`config.mk`:
```
export PLATFORM = sky130hd
export DESIGN_NAME = burstColSeq
export DESIGN_NICKNAME = d
export VERILOG_FILES = /design/src/rtl/burstSeqPkg.sv /design/src/rtl/burstModeReg.sv /design/src/rtl/burstCtrl.sv /design/src/rtl/burstAddrPath.sv /design/src/rtl/burstColSeq.sv
export SDC_FILE = /design/constraint.sdc
export NUM_CORES = 1
export LEC_CHECK = 0
export ABC_CLOCK_PERIOD_IN_PS = 2500
export BUFFER_PORTS_ARGS = -buffer_cell sky130_fd_sc_hd__buf_2
export CORE_MARGIN = 2
export CORE_UTILIZATION = 30
export DETAILED_ROUTE_END_ITERATION = 10
export GPL_ROUTABILITY_DRIVEN = 1
export HOLD_SLACK_MARGIN = 0.05
export PLACE_DENSITY_LB_ADDON = 0.3
export SYNTH_ARGS = -nofsm -noshare
export SYNTH_HDL_FRONTEND = slang
export SYNTH_SLANG_ARGS = --single-unit
```
`constraint.sdc`:
```
create_clock -name clk -period 2.5 [get_ports clk]
set_input_delay 0.5 -clock clk [delete_from_list [all_inputs] [get_ports clk]]
set_output_delay 0.5 -clock clk [all_outputs]
set_load 0.01 [all_outputs]
```
`src/rtl/burstSeqPkg.sv`:
```
package burstSeqPkg;

  typedef struct packed {
    logic load;
    logic step;
  } seqStrobe_t;

  typedef struct packed {
    logic [2:0] lenCode;
    logic       interleave;
    logic [1:0] casLat;
    logic       singleWrite;
  } modeCfg_t;

  localparam logic [2:0] LEN_PAGE = 3'b111;

  function automatic logic lenCodeOk(input logic [2:0] code);
    return (code == 3'd0) || (code == 3'd1) || (code == 3'd2) ||
           (code == 3'd3) || (code == LEN_PAGE);
  endfunction

endpackage

```
`src/rtl/burstModeReg.sv`:
```
module burstModeReg
  import burstSeqPkg::*;
#(
  parameter int MODE_W = 12
) (
  input  logic              clk,
  input  logic              rstN,
  input  logic              modeWe,
  input  logic [MODE_W-1:0] modeWord,
  output modeCfg_t          cfg
);
  localparam int TYPE_BIT = 3;
  localparam int CL_LSB   = 4;
  localparam int WM_BIT   = 9;

  logic [2:0] lenField;
  logic [2:0] clField;
  logic       wordOk;

  always_comb begin
    lenField = modeWord[2:0];
    clField  = modeWord[CL_LSB +: 3];
    wordOk   = lenCodeOk(lenField) && ((clField == 3'd2) || (clField == 3'd3));
  end

  always_ff @(posedge clk) begin
    if (!rstN) begin
      cfg <= '{lenCode: 3'd0, interleave: 1'b0, casLat: 2'd2, singleWrite: 1'b0};
    end else if (modeWe && wordOk) begin
      cfg.lenCode     <= lenField;
      cfg.interleave  <= modeWord[TYPE_BIT] && (lenField != LEN_PAGE);
      cfg.casLat      <= clField[1:0];
      cfg.singleWrite <= modeWord[WM_BIT];
    end
  end
endmodule

```
`src/rtl/burstCtrl.sv`:
```
module burstCtrl
  import burstSeqPkg::*;
#(
  parameter int MAX_FIXED = 8
) (
  input  logic       clk,
  input  logic       rstN,
  input  modeCfg_t   cfg,
  input  logic       burstStart,
  input  logic       burstIsWrite,
  input  logic       burstStop,
  output seqStrobe_t strobe,
  output logic       beatValid,
  output logic       lastBeat
);
  localparam int CNT_W = $clog2(MAX_FIXED) + 1;

  logic             activeQ;
  logic             lastQ;
  logic             pageQ;
  logic [CNT_W-1:0] leftQ;

  logic             oneBeat;
  logic             startPage;
  logic [CNT_W-1:0] startLeft;

  always_comb begin
    oneBeat   = burstIsWrite && cfg.singleWrite;
    startPage = (cfg.lenCode == LEN_PAGE) && !oneBeat;
    startLeft = '0;
    if (!oneBeat) begin
      case (cfg.lenCode)
        3'd1:    startLeft = CNT_W'(1);
        3'd2:    startLeft = CNT_W'(3);
        3'd3:    startLeft = CNT_W'(7);
        default: startLeft = '0;
      endcase
    end
    strobe.load = burstStart;
    strobe.step = !burstStart && activeQ && !lastQ;
  end

  always_ff @(posedge clk) begin
    if (!rstN) begin
      activeQ <= 1'b0;
      lastQ   <= 1'b0;
      pageQ   <= 1'b0;
      leftQ   <= '0;
    end else if (burstStart) begin
      activeQ <= 1'b1;
      pageQ   <= startPage;
      leftQ   <= startLeft;
      lastQ   <= !startPage && (startLeft == '0);
    end else if (activeQ) begin
      if (lastQ) begin
        activeQ <= 1'b0;
        lastQ   <= 1'b0;
      end else if (burstStop) begin
        lastQ <= 1'b1;
      end else if (!pageQ) begin
        leftQ <= leftQ - CNT_W'(1);
        lastQ <= (leftQ == CNT_W'(1));
      end
    end
  end

  assign beatValid = activeQ;
  assign lastBeat  = lastQ;
endmodule

```
`src/rtl/burstAddrPath.sv`:
```
module burstAddrPath
  import burstSeqPkg::*;
#(
  parameter int COL_W = 8
) (
  input  logic             clk,
  input  logic             rstN,
  input  modeCfg_t         cfg,
  input  seqStrobe_t       strobe,
  input  logic [COL_W-1:0] startCol,
  output logic [COL_W-1:0] colOut
);
  logic [COL_W-1:0] baseQ;
  logic [COL_W-1:0] idxQ;
  logic [COL_W-1:0] maskQ;
  logic             ilvQ;
  logic [COL_W-1:0] maskNext;
  logic [COL_W-1:0] seqCol;
  logic [COL_W-1:0] ilvCol;

  always_comb begin
    case (cfg.lenCode)
      3'd0:    maskNext = '0;
      3'd1:    maskNext = COL_W'(1);
      3'd2:    maskNext = COL_W'(3);
      3'd3:    maskNext = COL_W'(7);
      default: maskNext = '1;
    endcase
  end

  always_ff @(posedge clk) begin
    if (!rstN) begin
      baseQ <= '0;
      idxQ  <= '0;
      maskQ <= '0;
      ilvQ  <= 1'b0;
    end else if (strobe.load) begin
      baseQ <= startCol;
      idxQ  <= '0;
      maskQ <= maskNext;
      ilvQ  <= cfg.interleave;
    end else if (strobe.step) begin
      idxQ <= idxQ + COL_W'(1);
    end
  end

  always_comb begin
    seqCol = (baseQ & ~maskQ) | ((baseQ + idxQ) & maskQ);
    ilvCol = baseQ ^ (idxQ & maskQ);
    colOut = ilvQ ? ilvCol : seqCol;
  end
endmodule

```
`src/rtl/burstColSeq.sv`:
```
module burstColSeq
  import burstSeqPkg::*;
#(
  parameter int COL_W  = 8,
  parameter int MODE_W = 12
) (
  input  logic              clk,
  input  logic              rstN,
  input  logic              modeWe,
  input  logic [MODE_W-1:0] modeWord,
  input  logic              burstStart,
  input  logic              burstIsWrite,
  input  logic [COL_W-1:0]  burstCol,
  input  logic              burstStop,
  output logic [COL_W-1:0]  colOut,
  output logic              beatValid,
  output logic              lastBeat,
  output logic [1:0]        casLat
);
  modeCfg_t   cfg;
  seqStrobe_t strobe;

  burstModeReg #(.MODE_W(MODE_W)) uMode (
    .clk(clk), .rstN(rstN), .modeWe(modeWe), .modeWord(modeWord), .cfg(cfg)
  );

  burstCtrl #(.MAX_FIXED(8)) uCtrl (
    .clk(clk), .rstN(rstN), .cfg(cfg), .burstStart(burstStart),
    .burstIsWrite(burstIsWrite), .burstStop(burstStop), .strobe(strobe),
    .beatValid(beatValid), .lastBeat(lastBeat)
  );

  burstAddrPath #(.COL_W(COL_W)) uPath (
    .clk(clk), .rstN(rstN), .cfg(cfg), .strobe(strobe),
    .startCol(burstCol), .colOut(colOut)
  );

  assign casLat = cfg.casLat;
endmodule

```
==> metrics.txt, run 1 <==
# TYPE chip_impl_metric gauge
chip_impl_metric{name="count_of_placed_standard_cells_including_taps",unit=""} 345
chip_impl_metric{name="finish.net_count",unit=""} 310
chip_impl_metric{name="gpl.final_weighted_congestion",unit=""} 0.787
chip_impl_info{name="setup.worst_path.start_class",value="register"} 1
chip_impl_metric{name="irDropWorstVdd",unit="mV"} 0.329
chip_impl_metric{name="wl_met1",unit="um"} 2230
chip_impl_metric{name="fmax",unit="MHz"} 383
chip_impl_metric{name="worst-endpoint-arrival",unit="ns"} 2.11
chip_impl_metric{name="synth_fp_nets",unit=""} 268
chip_impl_metric{name="synth_area",unit="mm^2"} 0.00204
chip_impl_info{name="layout_common_cells",value="buf_2 (33), dfxtp_1 (30), nor2b_1 (16), nor2_1 (15), nand2_1 (15)"} 1
chip_impl_info{name="tritoncts_clock_tree",value="yes"} 1
chip_impl_metric{name="pre_antenna_drt_iters",unit=""} 4
chip_impl_metric{name="wl_met2",unit="um"} 2120
chip_impl_metric{name="route.detailed.vias_per_inst",unit=""} 4.92
chip_impl_info{name="mostFrequentLayoutCell",value="buf_2"} 1
chip_impl_metric{name="drv_cap",unit=""} 0
chip_impl_metric{name="floorplan.die_area",unit="mm^2"} 0.00748
chip_impl_metric{name="min_period_over_period",unit=""} 1.04
chip_impl_metric{name="power_report.internal_total",unit="W"} 0.000856
chip_impl_metric{name="antenna_violations_before_repair",unit=""} 0
chip_impl_metric{name="post_synth_inst_count",unit=""} 231
chip_impl_metric{name="finalCriticalPeriod",unit="ns"} 2.61
chip_impl_metric{name="drt_iter0_markers",unit=""} 49
chip_impl_metric{name="ys_seq_elements",unit=""} 35
chip_impl_info{name="rsz0062_at_grt",value="true"} 1
chip_impl_metric{name="p_switching",unit="W"} 0.000299
chip_impl_metric{name="die-width",unit="um"} 86.5
chip_impl_metric{name="cellPowerDensity",unit="mW/mm^2"} 456
chip_impl_info{name="hold_path.class",value="reg2reg"} 1
chip_impl_info{name="violations",value="setup timing"} 1
chip_impl_info{name="run_status",value="complete, but fails checks"} 1
chip_impl_metric{name="flow.area_growth_from_synthesis",unit="%"} 24.2
chip_impl_metric{name="totalWireLength",unit="um"} 4560
chip_impl_metric{name="synthesis_warning_total",unit=""} 0
chip_impl_info{name="root_buffer",value="clkbuf_8"} 1
chip_impl_metric{name="cts_made_buffers",unit=""} 5
chip_impl_metric{name="grt-ovfl-total",unit=""} 0
chip_impl_metric{name="post_cts_hold_buffer_count",unit=""} 0
chip_impl_metric{name="clockPowerShare",unit=""} 0.339
chip_impl_metric{name="detail_route_met3_wl",unit="um"} 147
chip_impl_metric{name="core.rowCount",unit=""} 30
chip_impl_metric{name="synth_cell_type_count",unit=""} 50
chip_impl_metric{name="synth.yosys.seq_area_share",unit=""} 0.343
chip_impl_metric{name="final_cells",unit=""} 354
chip_impl_metric{name="post_drt_wl_per_cell",unit="um"} 12.9
chip_impl_metric{name="grt_use_total",unit=""} 0.125
chip_impl_metric{name="route.antenna.remaining_nets",unit=""} 0
chip_impl_metric{name="ioPinCount",unit=""} 38
chip_impl_metric{name="clk_latency",unit="ns"} 0.28
chip_impl_metric{name="die_h",unit="um"} 86.5
chip_impl_metric{name="worst_setup_hold_path_clk_slew",unit="ns"} 0.07
chip_impl_metric{name="post_synth.cell_area_avg",unit="um^2"} 8.83
chip_impl_metric{name="comb_power_share",unit=""} 0.143
chip_impl_metric{name="clockBufferDepth",unit=""} 2
chip_impl_metric{name="relSlewSlack",unit=""} 0.562
chip_impl_info{name="critical_path.endpoint_type",value="output port"} 1
chip_impl_metric{name="worst_pin_slew",unit="ns"} 0.656
chip_impl_metric{name="detailedPlacementHpwl",unit="um"} 3400
chip_impl_metric{name="post_detailed_route_drc_marker_count",unit=""} 0
chip_impl_metric{name="totalNegativeSetupSlack",unit="ns"} -0.108
chip_impl_info{name="route.top_layer_used",value="met4"} 1
chip_impl_metric{name="clock_sinks",unit=""} 35
chip_impl_metric{name="power.leakage",unit="nW"} 1.00
chip_impl_metric{name="fp.coreArea",unit="mm^2"} 0.00668
chip_impl_metric{name="setup_viol_count_final",unit=""} 1
chip_impl_metric{name="grt_first_pass_wirelength",unit="um"} 7520
chip_impl_metric{name="crit_fanout",unit=""} 2
chip_impl_metric{name="hold_violations",unit=""} 0
chip_impl_metric{name="p_seq_frac",unit=""} 0.518
chip_impl_metric{name="switching_share",unit=""} 0.259
chip_impl_metric{name="first_global_vias",unit=""} 1660
chip_impl_metric{name="finalClockSkew",unit="ns"} 0.00384
chip_impl_metric{name="fin_ws",unit="ns"} -0.108
chip_impl_metric{name="largest_net_degree_at_the_start_of_global_routing",unit=""} 28
chip_impl_metric{name="diodes",unit=""} 0
chip_impl_metric{name="initial_utilization",unit=""} 0.305
chip_impl_info{name="critical_path_type",value="reg2out"} 1
chip_impl_metric{name="timing.critical_path.required",unit="ns"} 2.00
chip_impl_metric{name="port_buffers",unit=""} 33
chip_impl_metric{name="routed-via-count",unit=""} 1740
chip_impl_metric{name="drive_gt1_frac",unit=""} 0.288
chip_impl_metric{name="fin_worst_hold_slack",unit="ns"} 0.451
chip_impl_metric{name="drv_slew",unit=""} 0
chip_impl_metric{name="h-tree-depth",unit=""} 2
==> registers in the layout (all words and copies together), names as in the netlist <==
| register | cells |
|---|---|
| uCtrl.beatValid | 1 |
| uPath.ilvQ | 1 |
| uPath.idxQ | 8 |
| uPath.baseQ | 8 |
| uMode.cfg | 7 |
| uPath.maskQ | 4 |
| uCtrl.lastBeat | 1 |
| uCtrl.leftQ | 4 |
| uCtrl.pageQ | 1 |
==> through the flow <==
| step | util | cell area (um^2) | worst slack, ns | power [W] |
|---|---|---|---|---|
| after floorplan | - | 2040 | 0.122 | 0.000709 |
| after global placement | 0.349 | 2330 | 0.0250 | 0.000765 |
| after detailed placement | 0.349 | 2330 | 0.0155 | 0.000768 |
| after CTS | 0.372 | 2490 | -0.158 | 0.00117 |
| after global routing | 0.379 | 2530 | -0.193 | 0.00122 |
| final | 0.379 | 2530 | -0.108 | 0.00116 |
==> critical path: stages (launching register included) <==
cell and delay (ns):
dfxtp_2 0.35, ha_4 0.14, inv_2 0.03, fa_2 0.34, nand2b_4 0.16, a21oi_4 0.16
o31ai_2 0.08, xnor2_1 0.12, a221o_1 0.29, buf_2 0.14
==> cells by family (layout without fill, tap and decap cells) <==
logic type      Yosys count  after routing  share of synthesized area
simple gates             82             82                      0.238
compound gates           60             60                      0.196
flops                    35             35                      0.343
buf+inv                  19             62                     0.0429
xor+xnor                 14             14                     0.0601
fa+ha+maj                11             11                     0.0711
mux                      10             10                     0.0491
==> layer usage <==
layer	vias to the layer above	track usage
met5	-	0
met4	0	0.0455
met3	9	0.0295
met2	25	0.207
met1	795	0.159
li1	911	-
==> synth_stat cells (all sizes together) <==
cell type  count  share of area
a211oi         3          0.011
a21boi         3          0.011
a21o           1         0.0037
a21oi         16          0.039
a221o          3          0.015
a22o           1         0.0043
a22oi          1         0.0037
a31oi          4          0.012
a32oi          2         0.0086
and3           1         0.0031
and3b          1         0.0043
and4           2         0.0098
buf            5          0.017
clkbuf         5         0.0092
dfxtp         35           0.34
fa             1         0.0098
ha            10          0.061
inv            9          0.017
mux2i         10          0.049
nand2         15          0.028
nand2b         8          0.025
nand3          5          0.017
nand3b         3          0.011
nand4          5          0.015
nor2          15          0.028
nor2b         16          0.049
nor3           3         0.0074
nor3b          2          0.013
nor4           1         0.0031
nor4b          2          0.016
o211a          3          0.015
o211ai         1         0.0061
o21a           2         0.0074
o21ai         15          0.037
o22ai          1         0.0031
o311a          1         0.0049
o31a           1         0.0043
o31ai          2         0.0098
or2            3         0.0092
xnor2          7          0.030
xor2           7          0.030
==> power groups by stage <==
stage	Sequential, W	Clock [W]	Combinational (W)
finish	0.000598	0.000391	0.000166
global route	0.000600	0.000430	0.000186
global placement	0.000609	0	0.000156
detailed placement	0.000609	0	0.000158
floorplan	0.000606	0	0.000103
CTS	0.000599	0.000407	0.000164
==> final timing paths <==
| path | startpoint | to | slack [ns] | cells past startpoint |
|---|---|---|---|---|
| max | uPath.idxQ[0] | colOut[6] | -0.11 | 9 |
| min | uMode.cfg[2] | uMode.cfg[2] | 0.45 | 1 |
| max reg2reg | uCtrl.lastBeat | uCtrl.leftQ[1] | 1.11 | 5 |
| min reg2reg | uMode.cfg[2] | uMode.cfg[2] | 0.45 | 1 |
==> final cells by class <==
type                            instances  area (um^2)
Inverter                                9         33.8
Clock inverter                          1         5.00
Clock buffer                            7         76.3
Sequential cell                        35          709
Multi-Input combinational cell        177         1360
Tap cell                               80          100
Fill cell                             693         4150
Timing Repair Buffer                   45          255
==> timing repair <==
item	4_1_cts	5_1_grt
pin swaps	4	2
endpoints found under the setup margin	4	4
buffers inserted	0	1
gates resized for setup	16	9
Power figures use the tool's default switching activity.
==> run 2, diff against run 1 <==
CELL_PAD_IN_SITES_DETAIL_PLACEMENT = 0   (was unset)
CELL_PAD_IN_SITES_GLOBAL_PLACEMENT = 2   (was unset)
RECOVER_POWER = 50   (was unset)
==> metrics.txt, run 2 (synthesis gave the netlist of run 1 again) <==
# TYPE chip_impl_metric gauge
chip_impl_metric{name="port_buffers",unit=""} 33
chip_impl_metric{name="cellPowerDensity",unit="mW/mm^2"} 448
chip_impl_metric{name="totalWireLength",unit="um"} 4970
chip_impl_metric{name="pre_cts_slack",unit="ns"} 0.0141
chip_impl_info{name="critical_path_type",value="reg2out"} 1
chip_impl_info{name="run_status",value="complete, but fails checks"} 1
chip_impl_metric{name="clock_sinks",unit=""} 35
chip_impl_info{name="critical_path.endpoint_type",value="output port"} 1
chip_impl_metric{name="grt_first_pass_wirelength",unit="um"} 8540
chip_impl_metric{name="diodes",unit=""} 0
chip_impl_metric{name="final_cells",unit=""} 356
chip_impl_metric{name="route.antenna.remaining_nets",unit=""} 0
chip_impl_info{name="layout_common_cells",value="buf_2 (30), dfxtp_1 (29), nor2b_1 (16), nor2_1 (15), nand2_1 (15)"} 1
chip_impl_metric{name="setup_viol_count_final",unit=""} 1
chip_impl_info{name="setup.worst_path.start_class",value="register"} 1
chip_impl_metric{name="fin_ws",unit="ns"} -0.0557
chip_impl_metric{name="detailedPlacementHpwl",unit="um"} 3740
chip_impl_info{name="largest_registers",value="uPath.baseQ (8), uPath.idxQ (8), uMode.cfg (7)"} 1
chip_impl_info{name="hold_path.class",value="reg2reg"} 1
chip_impl_metric{name="final_core_utilization",unit=""} 0.386
chip_impl_metric{name="grt-ovfl-total",unit=""} 0
chip_impl_metric{name="grt_use_total",unit=""} 0.145
chip_impl_info{name="root_buffer",value="clkbuf_8"} 1
chip_impl_metric{name="clk_latency",unit="ns"} 0.28
chip_impl_metric{name="drive_gt1_frac",unit=""} 0.297
chip_impl_metric{name="final_area",unit="mm^2"} 0.00258
chip_impl_metric{name="finalClockSkew",unit="ns"} 0.00659
chip_impl_metric{name="irDropWorstVdd",unit="mV"} 0.272
chip_impl_metric{name="initial_utilization",unit=""} 0.305
chip_impl_metric{name="fillers",unit=""} 741
chip_impl_metric{name="fmax",unit="MHz"} 391
chip_impl_metric{name="dpl_cell_area",unit="mm^2"} 0.00235
chip_impl_metric{name="worst_pin_slew",unit="ns"} 0.884
chip_impl_metric{name="gpl.final_weighted_congestion",unit=""} 0.742
chip_impl_metric{name="die-width",unit="um"} 86.5
chip_impl_metric{name="power.leakage",unit="nW"} 1.01
chip_impl_metric{name="flow.area_growth_from_synthesis",unit="%"} 26.5
chip_impl_info{name="mostFrequentLayoutCell",value="buf_2"} 1
chip_impl_metric{name="drv_slew",unit=""} 0
chip_impl_metric{name="regArea",unit="um^2"} 708
chip_impl_metric{name="largest_net_degree_at_the_start_of_global_routing",unit=""} 19
chip_impl_metric{name="h-tree-depth",unit=""} 2
chip_impl_metric{name="pre_antenna_drt_iters",unit=""} 4
chip_impl_metric{name="drv_cap",unit=""} 0
chip_impl_metric{name="floorplan.die_area",unit="mm^2"} 0.00748
chip_impl_metric{name="routed-via-count",unit=""} 1786
chip_impl_metric{name="hold_violations",unit=""} 0
chip_impl_metric{name="ioPinCount",unit=""} 38
chip_impl_metric{name="fp.coreArea",unit="mm^2"} 0.00668
chip_impl_metric{name="min_period_over_period",unit=""} 1.02
chip_impl_metric{name="core.rowCount",unit=""} 30
chip_impl_metric{name="first_global_vias",unit=""} 1753
chip_impl_info{name="violations",value="setup timing"} 1
chip_impl_metric{name="antenna_violations_before_repair",unit=""} 0
chip_impl_metric{name="route.detailed.vias_per_inst",unit=""} 5.02
chip_impl_metric{name="timing.critical_path.required",unit="ns"} 2.00
chip_impl_metric{name="post_cts_hold_buffer_count",unit=""} 0
chip_impl_metric{name="multi_input_area",unit="mm^2"} 0.00138
chip_impl_metric{name="relSlewSlack",unit=""} 0.410
chip_impl_metric{name="worst-endpoint-arrival",unit="ns"} 2.06
chip_impl_metric{name="fin_worst_hold_slack",unit="ns"} 0.447
chip_impl_info{name="rsz0062_at_grt",value="true"} 1
chip_impl_metric{name="drt_iter0_markers",unit=""} 64
chip_impl_metric{name="count_of_placed_standard_cells_including_taps",unit=""} 347
chip_impl_metric{name="finalCriticalPeriod",unit="ns"} 2.56
chip_impl_metric{name="die_h",unit="um"} 86.5
chip_impl_metric{name="post_detailed_route_drc_marker_count",unit=""} 0
chip_impl_metric{name="crit_fanout",unit=""} 2
chip_impl_metric{name="finish.net_count",unit=""} 314
chip_impl_metric{name="cts_made_buffers",unit=""} 5
chip_impl_metric{name="clockBufferDepth",unit=""} 2
chip_impl_metric{name="post_drt_wl_per_cell",unit="um"} 13.9
chip_impl_metric{name="worst_setup_hold_path_clk_slew",unit="ns"} 0.07
chip_impl_info{name="tritoncts_clock_tree",value="yes"} 1
-- run 2: path summary, 6_finish.rpt --
| check | start | to | slack [ns] | depth (start not counted) |
|---|---|---|---|---|
| setup / recovery | uPath.idxQ[0] | colOut[6] | -0.06 | 9 |
| hold reg to reg | uMode.cfg[2] | uMode.cfg[2] | 0.45 | 1 |
| setup reg to reg | uCtrl.lastBeat | uCtrl.leftQ[1] | 1.08 | 5 |
| hold / removal | uMode.cfg[2] | uMode.cfg[2] | 0.45 | 1 |
-- run 2: layout make-up --
| type | instances | share of cell area |
|---|---|---|
| inverter | 9 | 0.0131 |
| clock buffer | 5 | 0.0267 |
| clock inverter | 1 | 0.00291 |
| sequential | 35 | 0.274 |
| tap | 80 | 0.0388 |
| timing repair buffer | 49 | 0.109 |
| multi-input combinational | 177 | 0.535 |
-- run 2: stage by stage --
| step | setup TNS, ns | total power, W |
|---|---|---|
| floorplan | 0 | 0.000709 |
| global placement | 0 | 0.000769 |
| global route | -0.341 | 0.00122 |
| detailed placement | 0 | 0.000770 |
| finish | -0.0557 | 0.00116 |
| CTS | -0.139 | 0.00117 |
-- run 2: metal layers --
| metal | track usage | up-vias | part of all wire |
|---|---|---|---|
| met5 | 0 | - | 0 |
| met4 | 0.0426 | 0 | 0.015 |
| met2 | 0.252 | 30 | 0.48 |
| met3 | 0.0324 | 6 | 0.037 |
| met1 | 0.179 | 832 | 0.47 |
| li1 | - | 918 | - |
-- run 2: worst max-delay path, cell delays in order (launching register included) --
cell	delay, ns
dfxtp_2	0.35
ha_4	0.14
inv_2	0.03
fa_2	0.33
nand2b_4	0.16
a21oi_4	0.13
o31ai_2	0.08
xnor2_1	0.13
a221o_1	0.29
buf_2	0.14
-- run 2: repair_timing --
| item | 4_1_cts | 5_1_grt |
|---|---|---|
| resized for setup | 18 | 11 |
| endpoints found under the setup margin | 4 | 5 |
| setup buffers | 2 | 2 |
| pin swaps | 7 | 8 |
| endpoints found under the hold margin | 0 | 0 |
-- run 2: report_power, final --
part	leakage (nW)	internal, W	switching (W)	total (W)
Clock	0.0361	0.000185	0.000204	0.000389
Combinational	0.690	0.0000842	0.0000837	0.000168
Sequential	0.288	0.000578	0.0000217	0.000599
